$ cat src/rtl/ichain_pkg.sv
// Package: shared constants for the daisy-chain interrupt controller.
// Assumes an 8-bit CPU data bus and a two-byte return opcode.
package ichain_pkg;
    localparam int          VEC_W     = 8;
    localparam logic [7:0]  OP_PREFIX = 8'hED;
    localparam logic [7:0]  OP_RETURN = 8'h4D;
endpackage

$ cat src/rtl/ichain_vecregs.sv
// Module: per-source vector storage and acknowledge read mux.
// Assumes sel_i is one-hot or zero; the output forces bit 0 to zero.
module ichain_vecregs #(
    parameter int NUM_SRC = 2,
    parameter int VEC_W   = 8
) (
    input  logic               clk,
    input  logic               rst_n,
    input  logic [NUM_SRC-1:0] we_i,
    input  logic [VEC_W-1:0]   wdata_i,
    input  logic [NUM_SRC-1:0] sel_i,
    output logic [VEC_W-1:0]   vec_o
);
    logic [VEC_W-1:0] vec_q [NUM_SRC];
    logic [VEC_W-1:0] part  [NUM_SRC];

    genvar g;
    generate
        for (g = 0; g < NUM_SRC; g++) begin : g_src
            // Hold the vector of source g; load on its write enable.
            always_ff @(posedge clk) begin
                if (!rst_n)      vec_q[g] <= '0;
                else if (we_i[g]) vec_q[g] <= wdata_i;
            end
            // Contribute this vector only when the source is selected.
            always_comb part[g] = sel_i[g] ? vec_q[g] : '0;
        end
    endgenerate

    // OR the gated vectors together and clear the low bit.
    always_comb begin
        vec_o = '0;
        for (int i = 0; i < NUM_SRC; i++) vec_o = vec_o | part[i];
        vec_o[0] = 1'b0;
    end
endmodule

$ cat src/rtl/ichain_retdet.sv
// Module: return-from-interrupt detector on the opcode fetch stream.
// Assumes m1_i marks a cycle in which data_i holds an opcode byte.
module ichain_retdet
    import ichain_pkg::*;
(
    input  logic       clk,
    input  logic       rst_n,
    input  logic       m1_i,
    input  logic [7:0] data_i,
    output logic       ret_o
);
    logic prefix_q;

    // Remember whether the most recent opcode fetch was the prefix byte.
    always_ff @(posedge clk) begin
        if (!rst_n)    prefix_q <= 1'b0;
        else if (m1_i) prefix_q <= (data_i == OP_PREFIX);
    end

    // Flag the return when the second byte follows the prefix.
    always_comb ret_o = m1_i && (data_i == OP_RETURN) && prefix_q;

    AST_PREFIX_CONSUMED: assert property (@(posedge clk) disable iff (!rst_n)
        ret_o |=> !prefix_q);
endmodule

$ cat src/rtl/ichain_tracker.sv
// Module: pending / in-service state and priority arbitration per source.
// Assumes index 0 is the highest priority; reqs are one-cycle pulses.
module ichain_tracker #(
    parameter int NUM_SRC = 2
) (
    input  logic               clk,
    input  logic               rst_n,
    input  logic               ien_i,
    input  logic [NUM_SRC-1:0] req_i,
    input  logic               ack_i,
    input  logic               ret_i,
    output logic [NUM_SRC-1:0] grant_o,
    output logic [NUM_SRC-1:0] pend_o,
    output logic [NUM_SRC-1:0] svc_o
);
    logic [NUM_SRC-1:0] pend_q, svc_q;
    logic [NUM_SRC-1:0] blocked, elig, elig_above, svc_above, clr;
    logic               take, done;

    genvar g;
    generate
        for (g = 0; g < NUM_SRC; g++) begin : g_arb
            if (g == 0) begin : g_top
                // Highest source has nothing above it.
                always_comb begin
                    svc_above[g]  = 1'b0;
                    elig_above[g] = 1'b0;
                end
            end else begin : g_rest
                // Accumulate service and eligibility from sources above.
                always_comb begin
                    svc_above[g]  = svc_above[g-1]  | svc_q[g-1];
                    elig_above[g] = elig_above[g-1] | elig[g-1];
                end
            end
            // Derive blocking, eligibility, grant and clear for source g.
            always_comb begin
                blocked[g] = svc_above[g] | svc_q[g];
                elig[g]    = pend_q[g] & ~blocked[g];
                grant_o[g] = elig[g] & ~elig_above[g];
                clr[g]     = svc_q[g] & ~svc_above[g];
            end
        end
    endgenerate

    // Qualify acknowledge and return with the chain enable.
    always_comb begin
        take = ack_i & ien_i;
        done = ret_i & ien_i;
    end

    // Update pending and in-service flags.
    always_ff @(posedge clk) begin
        if (!rst_n) begin
            pend_q <= '0;
            svc_q  <= '0;
        end else begin
            pend_q <= (pend_q & ~(grant_o & {NUM_SRC{take}})) | req_i;
            svc_q  <= (svc_q & ~(clr & {NUM_SRC{done}})) | (grant_o & {NUM_SRC{take}});
        end
    end

    always_comb begin
        pend_o = pend_q;
        svc_o  = svc_q;
    end

    AST_GRANT_ENTERS_SERVICE: assert property (@(posedge clk) disable iff (!rst_n)
        (take && (grant_o != '0)) |=> ((svc_q & $past(grant_o)) == $past(grant_o)));
    AST_SERVICE_NEEDS_ACK: assert property (@(posedge clk) disable iff (!rst_n)
        ((svc_q & ~$past(svc_q)) != '0) |-> $past(ack_i && ien_i));
    AST_SINGLE_RETIRE: assert property (@(posedge clk) disable iff (!rst_n)
        ($countones($past(svc_q) & ~svc_q) <= 1));
endmodule

$ cat src/rtl/ichain_ctrl.sv
// Module: top of the daisy-chain vectored interrupt controller.
// Assumes a synchronous active-low reset and an 8-bit vector bus.
module ichain_ctrl
    import ichain_pkg::*;
#(
    parameter int NUM_SRC = 2
) (
    input  logic               clk,
    input  logic               rst_n,
    input  logic               ien_i,
    input  logic [NUM_SRC-1:0] req_i,
    input  logic               iack_i,
    input  logic               m1_i,
    input  logic [7:0]         data_i,
    input  logic [NUM_SRC-1:0] vec_we_i,
    input  logic [VEC_W-1:0]   vec_wdata_i,
    output logic               irq_o,
    output logic               ien_o,
    output logic [VEC_W-1:0]   vec_o,
    output logic               vec_oe_o
);
    logic [NUM_SRC-1:0] grant, pend, svc;
    logic [VEC_W-1:0]   vec_sel;
    logic               ret_seen;

    ichain_retdet u_retdet (
        .clk    (clk),
        .rst_n  (rst_n),
        .m1_i   (m1_i),
        .data_i (data_i),
        .ret_o  (ret_seen)
    );

    ichain_tracker #(.NUM_SRC(NUM_SRC)) u_tracker (
        .clk     (clk),
        .rst_n   (rst_n),
        .ien_i   (ien_i),
        .req_i   (req_i),
        .ack_i   (iack_i),
        .ret_i   (ret_seen),
        .grant_o (grant),
        .pend_o  (pend),
        .svc_o   (svc)
    );

    ichain_vecregs #(.NUM_SRC(NUM_SRC), .VEC_W(VEC_W)) u_vecregs (
        .clk     (clk),
        .rst_n   (rst_n),
        .we_i    (vec_we_i),
        .wdata_i (vec_wdata_i),
        .sel_i   (grant),
        .vec_o   (vec_sel)
    );

    // Drive request, chain enable and acknowledge vector.
    always_comb begin
        irq_o    = ien_i & (grant != '0);
        ien_o    = ien_i & (pend == '0) & (svc == '0);
        vec_oe_o = iack_i & ien_i & (grant != '0);
        vec_o    = vec_oe_o ? vec_sel : '0;
    end

    AST_REQUEST_CLOSES_CHAIN: assert property (@(posedge clk) disable iff (!rst_n)
        irq_o |-> !ien_o);
    AST_ACK_KEEPS_CHAIN_CLOSED: assert property (@(posedge clk) disable iff (!rst_n)
        vec_oe_o |=> !ien_o);
endmodule

$ cat config.mk
export PLATFORM = sky130hd
export DESIGN_NAME = ichain_ctrl
export DESIGN_NICKNAME = d
export VERILOG_FILES = /design/src/rtl/ichain_pkg.sv /design/src/rtl/ichain_vecregs.sv /design/src/rtl/ichain_retdet.sv /design/src/rtl/ichain_tracker.sv /design/src/rtl/ichain_ctrl.sv
export SDC_FILE = /design/constraint.sdc
export NUM_CORES = 1
export LEC_CHECK = 0
export BUFFER_PORTS_ARGS = -buffer_cell sky130_fd_sc_hd__buf_4
export CORE_UTILIZATION = 45
export CTS_CLUSTER_SIZE = 12
export DETAILED_ROUTE_END_ITERATION = 16
export PLACE_DENSITY = 0.74
export SYNTH_ARGS = -nofsm -noshare
export SYNTH_HDL_FRONTEND = slang
export SYNTH_SLANG_ARGS = --single-unit
$ cat constraint.sdc
create_clock -name clk -period 2.6 [get_ports clk]
set_input_delay 0.26 -clock clk [delete_from_list [all_inputs] [get_ports clk]]
set_output_delay 0.26 -clock clk [all_outputs]
set_load 0.05 [all_outputs]
==> results.sh, run 1 <==
export IMPL_cts_root_buffer="clkbuf_4"
export IMPL_status="completed"
export IMPL_fin_crit_sh_pct=79.3
export IMPL_area_delta_synth_final_pct=30.1
export IMPL_grt_max_degree=23
export IMPL_crit_chain="nor2b_1 -> a22oi_1 -> nor2_1 -> buf_4"
export IMPL_yosysTopAreaCellShare_pct=44.3
export IMPL_finalCriticalPeriod_ps=2060
export IMPL_cts_setup_buffers=0
export IMPL_finalHoldViolCount=0
export IMPL_hold_start="req_i[1]"
export IMPL_final_antenna_net_count=0
export IMPL_avgRoutedWirePerCell_um=13.9
export IMPL_nFillCells=179
export IMPL_initial_core_util_pct=48.3
export IMPL_antenna_found_initial=0
export IMPL_cts_sinks=19
export IMPL_viasPerCell=5.44
export IMPL_drt_iter0_drc=11
export IMPL_synth_distinct_cells=29
export IMPL_syn_inst=85
export IMPL_tightest_slew_ps=634
export IMPL_cts_tree="built"
export IMPL_totalNegativeSetupSlack_ps=0
export IMPL_required_ps=2340
export IMPL_path_max_fanout=8
export IMPL_setup_ws_ps=537
export IMPL_whs_path_depth=2
export IMPL_worstSetupEndpointType="output port"
export IMPL_hold_buffers=0
export IMPL_power_leakage_uw=0.000562
export IMPL_fin_worst_skew_ps=0.233
export IMPL_synth_largest_area_cell="edfxtp_1"
export IMPL_finalNetCount=143
export IMPL_gr_total_overflow=0
export IMPL_n_antenna_cell=0
export IMPL_crit_arrival_ps=1800
export IMPL_grt_pass1_vias=737
export IMPL_maxSlewHeadroom_pct=57.7
export IMPL_pin_count=36
export IMPL_synth_cell_area_um2=948
export IMPL_die_area_um2=2300
export IMPL_hp_class="input port to flop"
export IMPL_maxCapViolCount=0
export IMPL_htree_num_levels=1
export IMPL_ctsResizeCount=0
export IMPL_post_place_ws_ps=795
export IMPL_synth_edff_count=14
export IMPL_power_uw=618
export IMPL_r2r_start="u_tracker.svc_o[1]"
export IMPL_grt_pass1_wl_um=3110
export IMPL_port_buffers=33
export IMPL_r2r_setup_slack_ps=1260
export IMPL_cp_start_kind="flop"
export IMPL_globalplace_congestion=0.656
export IMPL_num_rows=16
export IMPL_worstRegToRegCells=3
export IMPL_path_delay_family="simple AND/OR/NAND/NOR gates"
export IMPL_avgSynthCellArea_um2=11.2
export IMPL_post_route_cells_drive_above_1_share_pct=33.3
export IMPL_clk_pin_slew_ps=100
export IMPL_yosysWarningCount=0
export IMPL_ys_async_sr_fraction_pct=0
export IMPL_r2r_end="u_tracker.pend_o[1]"
export IMPL_drc=0
export IMPL_cp_slowest_stage_delay_ps=500
export IMPL_drv_slew=0
export IMPL_max_freq_mhz=485
export IMPL_track_usage_pct=19.6
export IMPL_first_pass_iters=4
export IMPL_hold_end="u_tracker.pend_o[1]"
export IMPL_ys_ff_latch=19
export IMPL_syn_num_nets=110
export IMPL_finalSetupViolCount=0
export IMPL_wl_um=2010
export IMPL_clk_latency_ps=280
export IMPL_synth_flop_cell="edfxtp_1"
export IMPL_die_w_um=47.9
export IMPL_cts_buffers=3
export IMPL_path_class="flop to output port"
export IMPL_power_density_nw_per_um2=501
export IMPL_dieHeight_um=47.9
export IMPL_vias=784
export IMPL_ys_top_cells_by_area="edfxtp_1 (44%), dfxtp_1 (11%), and3_1 (9.2%)"
export IMPL_design_core_area_um2=1960
export IMPL_cp_slowest_cell="dfxtp_1"
export IMPL_ys_seq_area_share_pct=54.9
export IMPL_crit_buf_inv=1
export IMPL_vdd_drop_max_v=0.000322
export IMPL_clockBufferDepth=2
export IMPL_rsz0062_at_grt="false"
## cells in the final DEF, fill, tap and decap left out, types with 2 or more instances in the layout
cell / instances
clkbuf_4: 3
and3_1: 14
nand3b_1: 2
nand2b_1: 3
nor2_1: 11
nor2b_1: 3
nand2_1: 2
dfxtp_1: 5
buf_4: 33
a22oi_1: 7
inv_1: 3
edfxtp_1: 14
## metrics by stage
step / hold WS (ps) / area [um^2] / instances / utilization, %
3_3_place_gp: 473 / 1210 / 140 / 61.5
3_5_place_dp: 476 / 1210 / 140 / 61.5
4_1_cts: 173 / 1230 / 144 / 62.9
2_1_floorplan: 384 / 948 / 85 / -
5_1_grt: 173 / 1230 / 144 / 62.9
6_report: 178 / 1230 / 144 / 62.9
## sequential cells by signal, summed over array words and instances (netlist names)
register	flops
u_retdet.prefix_q	1
u_tracker.svc_o	2
u_tracker.pend_o	2
u_vecregs.vec_q	14
## layout make-up
type	instances	area [um^2]	share of cell area, %
clock inverter	1	5.00	0.406
multi-input combinational	58	393	31.8
tap	27	33.8	2.74
sequential	19	520	42.2
inverter	3	11.3	0.913
clock buffer	3	22.5	1.83
timing repair buffer	33	248	20.1
## kinds of logic after synthesis
logic type,Yosys count,synth area share [%]
DFF,19,54.9
AOI/OAI and AO/OA,15,11.9
buffers and inverters,8,3.69
other,1,0.395
and+or+nand+nor,42,29.2
## how the worst max path moves through the flow
stage / startpoint / to / slack, ps / cells after the start
2_1_floorplan: u_tracker.svc_o[0] / ien_o / 380 / 2
3_3_place_gp: u_tracker.pend_o[0] / vec_o[7] / 830 / 4
3_5_place_dp: u_tracker.pend_o[0] / vec_o[7] / 790 / 4
4_1_cts: u_tracker.pend_o[0] / vec_o[7] / 470 / 4
5_1_grt: u_tracker.pend_o[0] / vec_o[3] / 360 / 4
6_report: u_tracker.pend_o[0] / vec_o[7] / 540 / 4
## power breakdown
group	internal, uW	switching (uW)	total (uW)	leakage [uW]
registers	348	12.2	360	0.000192
logic	50.4	62.4	113	0.000353
clock network	57.1	88.1	145	0.0000177
total	455	163	618	0.000562
## metal layers
metal  vias up  share of wire [%]  GRT usage [%]
li1        383                  -              -
met4         0                1.3           7.78
met5         -                  0              0
met3         2                3.1           3.02
met1       376                 42           24.1
met2        23                 54           34.3
## synthesized netlist by cell type (all sizes together) (2+ instances only)
cell	n
dfxtp	5
nand3b	2
a22oi	7
nor2b	3
and3	14
clkbuf	3
nand2	2
nor2	11
nand2b	3
inv	3
nand4b	2
buf	2
edfxtp	14
Power figures use the tool's default switching activity.
==> inputs of run 2 (changes only) <==
Settings changed: ABC_AREA set to 1, PLACE_DENSITY 0.74 to 0.75.
Clock period 2.6 ns to 1.9 ns, I/O delays scaled along.
==> run 2 against run 1 <==
  * Highest routed layer unchanged
  * Total power rose by 37%
  * Non-clock buffer count did not move
  * Sequential cell count did not move
  * Largest cell class unchanged
  * Register-to-register slack got worse by 520 ps
  * Synthesized area fell by 2.0%
  * Global-route usage fell by 0.39 points
  * Sequential share of layout area fell by 0.26 points
  * Synthesized cell count rose by 28%
==> results.sh, run 2 <==
export IMPL_status="completed"
export IMPL_first_pass_iters=4
export IMPL_startpoint="u_tracker.pend_o[0]"
export IMPL_port_buffers=33
export IMPL_final_common_cell="buf_4"
export IMPL_htree_num_levels=1
export IMPL_synth_cell_area_um2=930
export IMPL_clk_latency_ps=300
export IMPL_cts_root_buffer="clkbuf_4"
export IMPL_wl_um=1910
export IMPL_worstRegToRegCells=6
export IMPL_register_area_um2=520
export IMPL_fin_util_pct=63.9
export IMPL_stdcell_count=172
export IMPL_ys_top_cells_by_area="edfxtp_1 (45%), dfxtp_1 (11%), nand2_1 (10%)"
export IMPL_power_density_nw_per_um2=684
export IMPL_max_freq_mhz=554
export IMPL_hold_start="req_i[1]"
export IMPL_grt_max_degree=12
export IMPL_die_area_um2=2250
export IMPL_design_area_um2=1240
export IMPL_syn_inst=109
export IMPL_gr_total_overflow=0
export IMPL_design_core_area_um2=1940
export IMPL_avgRoutedWirePerCell_um=11.1
export IMPL_r2r_start="u_tracker.svc_o[0]"
export IMPL_ys_seq_area_share_pct=56.0
export IMPL_path_class="flop to output port"
export IMPL_area_delta_synth_final_pct=33.5
export IMPL_initial_core_util_pct=47.9
export IMPL_globalplace_congestion=0.726
export IMPL_top_register="u_vecregs.vec_q"
export IMPL_vias=834
export IMPL_vdd_drop_max_v=0.000435
export IMPL_cp_start_kind="flop"
export IMPL_post_route_cells_drive_above_1_share_pct=32.4
export IMPL_fin_worst_skew_ps=4.04
export IMPL_rsz0062_at_grt="false"
export IMPL_r2r_end="u_tracker.pend_o[1]"
export IMPL_combPwrFrac_pct=18.6
export IMPL_nFillCells=186
export IMPL_die_w_um=47.5
export IMPL_synth_edff_count=14
export IMPL_ys_async_sr_fraction_pct=0
export IMPL_dieHeight_um=47.5
export IMPL_r2r_setup_slack_ps=740
export IMPL_hpwl_um=1460
export IMPL_clockPowerShare_pct=24.0
export IMPL_cellInternalPower_uw=617
export IMPL_cts_tree="built"
export IMPL_synth_largest_area_cell="edfxtp_1"
export IMPL_cts_sinks=19
export IMPL_pin_count=36
export IMPL_hold_end="u_tracker.pend_o[1]"
export IMPL_hp_class="input port to flop"
export IMPL_hold_buffers=0
export IMPL_finalNetCount=171
export IMPL_yosysWarningCount=0
export IMPL_avgSynthCellArea_um2=8.53
export IMPL_drt_iter0_drc=17
export IMPL_finalHoldViolCount=0
export IMPL_finalSetupViolCount=0
export IMPL_dp_cells=168
export IMPL_grt_pass1_vias=699
export IMPL_required_ps=1710
export IMPL_n_antenna_cell=0
export IMPL_synth_flop_cell="edfxtp_1"
export IMPL_synth_distinct_cells=19
export IMPL_swShare_pct=27.4
export IMPL_num_rows=16
export IMPL_whs_path_depth=3
export IMPL_final_cell_mix="buf_4 (33), nand2_1 (26), nor2_1 (18)"
export IMPL_track_usage_pct=19.2
export IMPL_clockBufferDepth=2
export IMPL_path_max_fanout=8
export IMPL_worstSetupEndpointType="output port"
export IMPL_syn_num_nets=134
export IMPL_crit_arrival_ps=1620
export IMPL_finalCriticalPeriod_ps=1810
export IMPL_clk_pin_slew_ps=110
export IMPL_antenna_found_initial=0
export IMPL_pwr_share_seq_pct=57.5
export IMPL_ys_ff_latch=19
export IMPL_fin_crit_sh_pct=95.1
export IMPL_grt_pass1_wl_um=2820
export IMPL_final_antenna_net_count=0
export IMPL_viasPerCell=4.85
export IMPL_cts_buffers=3
export IMPL_yosysMostFrequentCell="nand2_1"
export IMPL_largest_reg_flops=14
export IMPL_power_switching_uw=232
export IMPL_power_leakage_uw=0.000579
export IMPL_power_uw=849
export IMPL_placed_area_um2=1210
export IMPL_yosysTopAreaCellShare_pct=45.2
export IMPL_drv_slew=0
export IMPL_drc=0
export IMPL_yosys_top_cells_count="nand2_1 (26), inv_1 (18), nor2_1 (18), edfxtp_1 (14), a21oi_1 (12)"
export IMPL_multi_input_area_um2=340
export IMPL_maxCapViolCount=0
[run 2: changes by cell type after synthesis, sizes merged, moves of 3 or more]
cell	change
clkbuf	-3
nor2	+9
nand2b	-3
inv	+15
a22oi	-7
and3	-13
nand2	+27
nor2b	-3
a21oi	+12
[run 2: worst max path at each step]
stage	to	slack [ps]
3_5_place_dp	vec_o[1]	410
3_3_place_gp	vec_o[1]	480
2_1_floorplan	vec_o[1]	-100
4_1_cts	vec_o[1]	60
6_report	vec_o[1]	90
5_1_grt	vec_o[1]	0.6
[run 2: cell type report]
cell class                      instances  area share (%)
Timing Repair Buffer                   33            20.0
Tap cell                               27            2.72
Inverter                               18            5.75
Sequential cell                        19            41.9
Clock inverter                          1           0.403
Multi-Input combinational cell         71            27.4
Clock buffer                            3            1.81
[run 2: critical path: stages (launching register included)]
cell,delay (ps)
dfxtp_1,470
nand2_2,140
a21oi_4,200
nand2_4,100
a21oi_1,180
buf_4,230
[run 2: per-layer routing]
layer	global-route usage [%]	vias to the layer above	routed length [um]
met5	0	-	0
met4	10.3	0	41
met3	7.17	5	95
met2	33.2	27	1000
met1	20.4	384	766
li1	-	418	-
[run 2: metrics by stage]
stage	setup TNS (ps)	hold slack [ps]	setup WS, ps
after CTS	0	89.4	59.0
after global placement	0	406	482
after global routing	0	113	0.594
after detailed placement	0	409	407
after floorplan	-732	307	-105
final	0	89.0	93.9
[run 2: timing repair]
item                                    CTS  global route
resized for setup                         0             1
buffers inserted                          0             0
endpoints found under the setup margin    0             1
[run 2: cells by family (layout without fill, tap and decap cells)]
group | Yosys count | after routing | share of synthesized area (%)
buffers and inverters | 19 | 55 | 8.08
DFF | 19 | 19 | 56.0
AOI/OAI and AO/OA | 13 | 13 | 8.21
and+or+nand+nor | 57 | 57 | 27.3
other | 1 | 1 | 0.403
[run 2: power by group through the flow]
| stage | clock network (uW) | registers, uW | logic [uW] |
|---|---|---|---|
| floorplan | 0 | 495 | 93.7 |
| global placement | 0 | 496 | 153 |
| global route | 226 | 491 | 172 |
| CTS | 207 | 488 | 157 |
| finish | 203 | 488 | 158 |
| detailed placement | 0 | 497 | 157 |
==> inputs of run 3 (changes only) <==
Clock period 1.9 ns to 2.17 ns, I/O delays scaled along.
==> run 3 against run 2 <==
  * Final area is 0.81% lower
  * Clock skew is 1.3 ps higher
  * Sequential share of layout area is 0.34 points higher
  * Critical path depth stayed put
  * Die area stayed put
  * Global-route usage hardly changed
  * Via count is 2.3% lower
  * Sequential cell count stayed put
  * Count of clock-buffer cells in the layout stayed put
  * Clock power is 15% lower
  * Worst setup slack better by 280 ps
==> results.sh, run 3 (synthesized netlist as in run 2, its figures left out) <==
export IMPL_cts_root_buffer="clkbuf_4"
export IMPL_area_delta_synth_final_pct=32.4
export IMPL_cts_setup_buffers=0
export IMPL_wl_um=1830
export IMPL_grt_pass1_wl_um=2970
export IMPL_power_leakage_uw=0.000585
export IMPL_r2r_end="u_tracker.pend_o[1]"
export IMPL_combPwrFrac_pct=18.5
export IMPL_hp_class="input port to flop"
export IMPL_clockBufferDepth=2
export IMPL_fin_crit_sh_pct=82.7
export IMPL_pwr_share_seq_pct=58.0
export IMPL_drt_iter0_drc=14
export IMPL_crit_arrival_ps=1580
export IMPL_placed_area_um2=1200
export IMPL_hold_end="u_tracker.pend_o[1]"
export IMPL_finalHoldViolCount=0
export IMPL_drc=0
export IMPL_track_usage_pct=19.3
export IMPL_die_area_um2=2250
export IMPL_crit_chain="nand2_2 -> inv_1 -> nand2_1 -> a21oi_1 -> buf_4"
export IMPL_gr_total_overflow=0
export IMPL_r2r_start="u_tracker.svc_o[1]"
export IMPL_cp_slowest_cell="dfxtp_1"
export IMPL_power_switching_uw=197
export IMPL_port_buffers=33
export IMPL_swShare_pct=26.7
export IMPL_cp_slowest_stage_delay_ps=460
export IMPL_rsz0062_at_grt="false"
export IMPL_pin_count=36
export IMPL_maxCapViolCount=0
export IMPL_max_freq_mhz=557
export IMPL_finalNetCount=171
export IMPL_hpwl_um=1420
export IMPL_design_area_um2=1230
export IMPL_cp_start_kind="flop"
export IMPL_final_common_cell="buf_4"
export IMPL_vias=815
export IMPL_final_antenna_net_count=0
export IMPL_finalCriticalPeriod_ps=1790
export IMPL_avgRoutedWirePerCell_um=10.6
export IMPL_crit_buf_inv=2
export IMPL_cts_sinks=19
export IMPL_totalNegativeSetupSlack_ps=0
export IMPL_clockPowerShare_pct=23.5
export IMPL_finalSetupViolCount=0
export IMPL_worstSetupEndpointType="output port"
export IMPL_num_rows=16
export IMPL_largest_reg_flops=14
export IMPL_top_register="u_vecregs.vec_q"
export IMPL_grt_pass1_vias=759
export IMPL_final_cell_mix="buf_4 (33), nand2_1 (26), inv_1 (18), nor2_1 (18), edfxtp_1 (14)"
export IMPL_dieHeight_um=47.5
export IMPL_r2r_setup_slack_ps=1020
export IMPL_cts_tree="built"
export IMPL_worstRegToRegCells=6
export IMPL_antenna_found_initial=0
export IMPL_cellInternalPower_uw=539
export IMPL_clk_pin_slew_ps=100
export IMPL_first_pass_iters=4
export IMPL_drv_slew=0
export IMPL_fin_worst_skew_ps=5.32
export IMPL_hold_buffers=0
export IMPL_vdd_drop_max_v=0.000475
export IMPL_viasPerCell=4.74
export IMPL_n_antenna_cell=0
export IMPL_grt_max_degree=12
export IMPL_ctsResizeCount=0
export IMPL_status="completed"
export IMPL_hold_start="req_i[1]"
export IMPL_design_core_area_um2=1940
export IMPL_cts_buffers=3
export IMPL_die_w_um=47.5
export IMPL_clk_latency_ps=290
export IMPL_htree_num_levels=1
export IMPL_whs_path_depth=3
export IMPL_path_class="flop to output port"
export IMPL_path_max_fanout=8
export IMPL_power_density_nw_per_um2=597
export IMPL_power_uw=735
export IMPL_initial_core_util_pct=47.9
export IMPL_required_ps=1950
export IMPL_path_delay_family="flip-flops"
export IMPL_globalplace_congestion=0.738
export IMPL_post_route_cells_drive_above_1_share_pct=31.0
[run 3: power by group through the flow]
stage	sequential, uW	clock, uW	combinational [uW]
global placement	434	0	133
CTS	427	177	137
floorplan	433	0	81.1
global route	430	190	149
finish	427	173	136
detailed placement	435	0	137
[run 3: cell type report]
type                    instances  area [um^2]
flip-flops and latches         19          520
inverters                      18         67.6
multi-input cells              71          334
well taps                      27         33.8
clock buffers                   3         22.5
repair buffers                 33          248
fillers                       177          711
clock inverters                 1         5.00
[run 3: how the worst max path moves through the flow]
stage	slack, ps	to	depth (start not counted)	start
after floorplan	40	ien_o	3	u_tracker.svc_o[1]
after global placement	740	vec_o[3]	5	u_tracker.pend_o[0]
after detailed placement	720	vec_o[3]	5	u_tracker.pend_o[0]
after CTS	380	vec_o[5]	5	u_tracker.pend_o[0]
after global routing	240	vec_o[2]	5	u_tracker.pend_o[0]
final	380	vec_o[3]	5	u_tracker.pend_o[0]
[run 3: stage by stage]
step	cells	worst slack (ps)	utilization [%]	hold WS (ps)
3_5_place_dp	168	717	62.0	438
6_report	172	375	63.4	124
4_1_cts	172	383	63.4	126
2_1_floorplan	109	41.0	-	334
3_3_place_gp	168	740	62.0	430
5_1_grt	172	243	63.4	159
[run 3: layer usage]
| layer | part of all wire, % | wire (um) | vias to the layer above | track usage [%] |
|---|---|---|---|---|
| met2 | 54 | 985 | 19 | 34.8 |
| met5 | 0 | 0 | - | 0 |
| met3 | 3.6 | 66 | 4 | 2.26 |
| met4 | 1.6 | 29 | 0 | 9.71 |
| met1 | 41 | 744 | 377 | 22.4 |
| li1 | - | - | 415 | - |
[run 3: worst min-delay path, stage by stage]
cell	delay [ps]
buf_4	80
a21oi_1	30
nor2_1	60
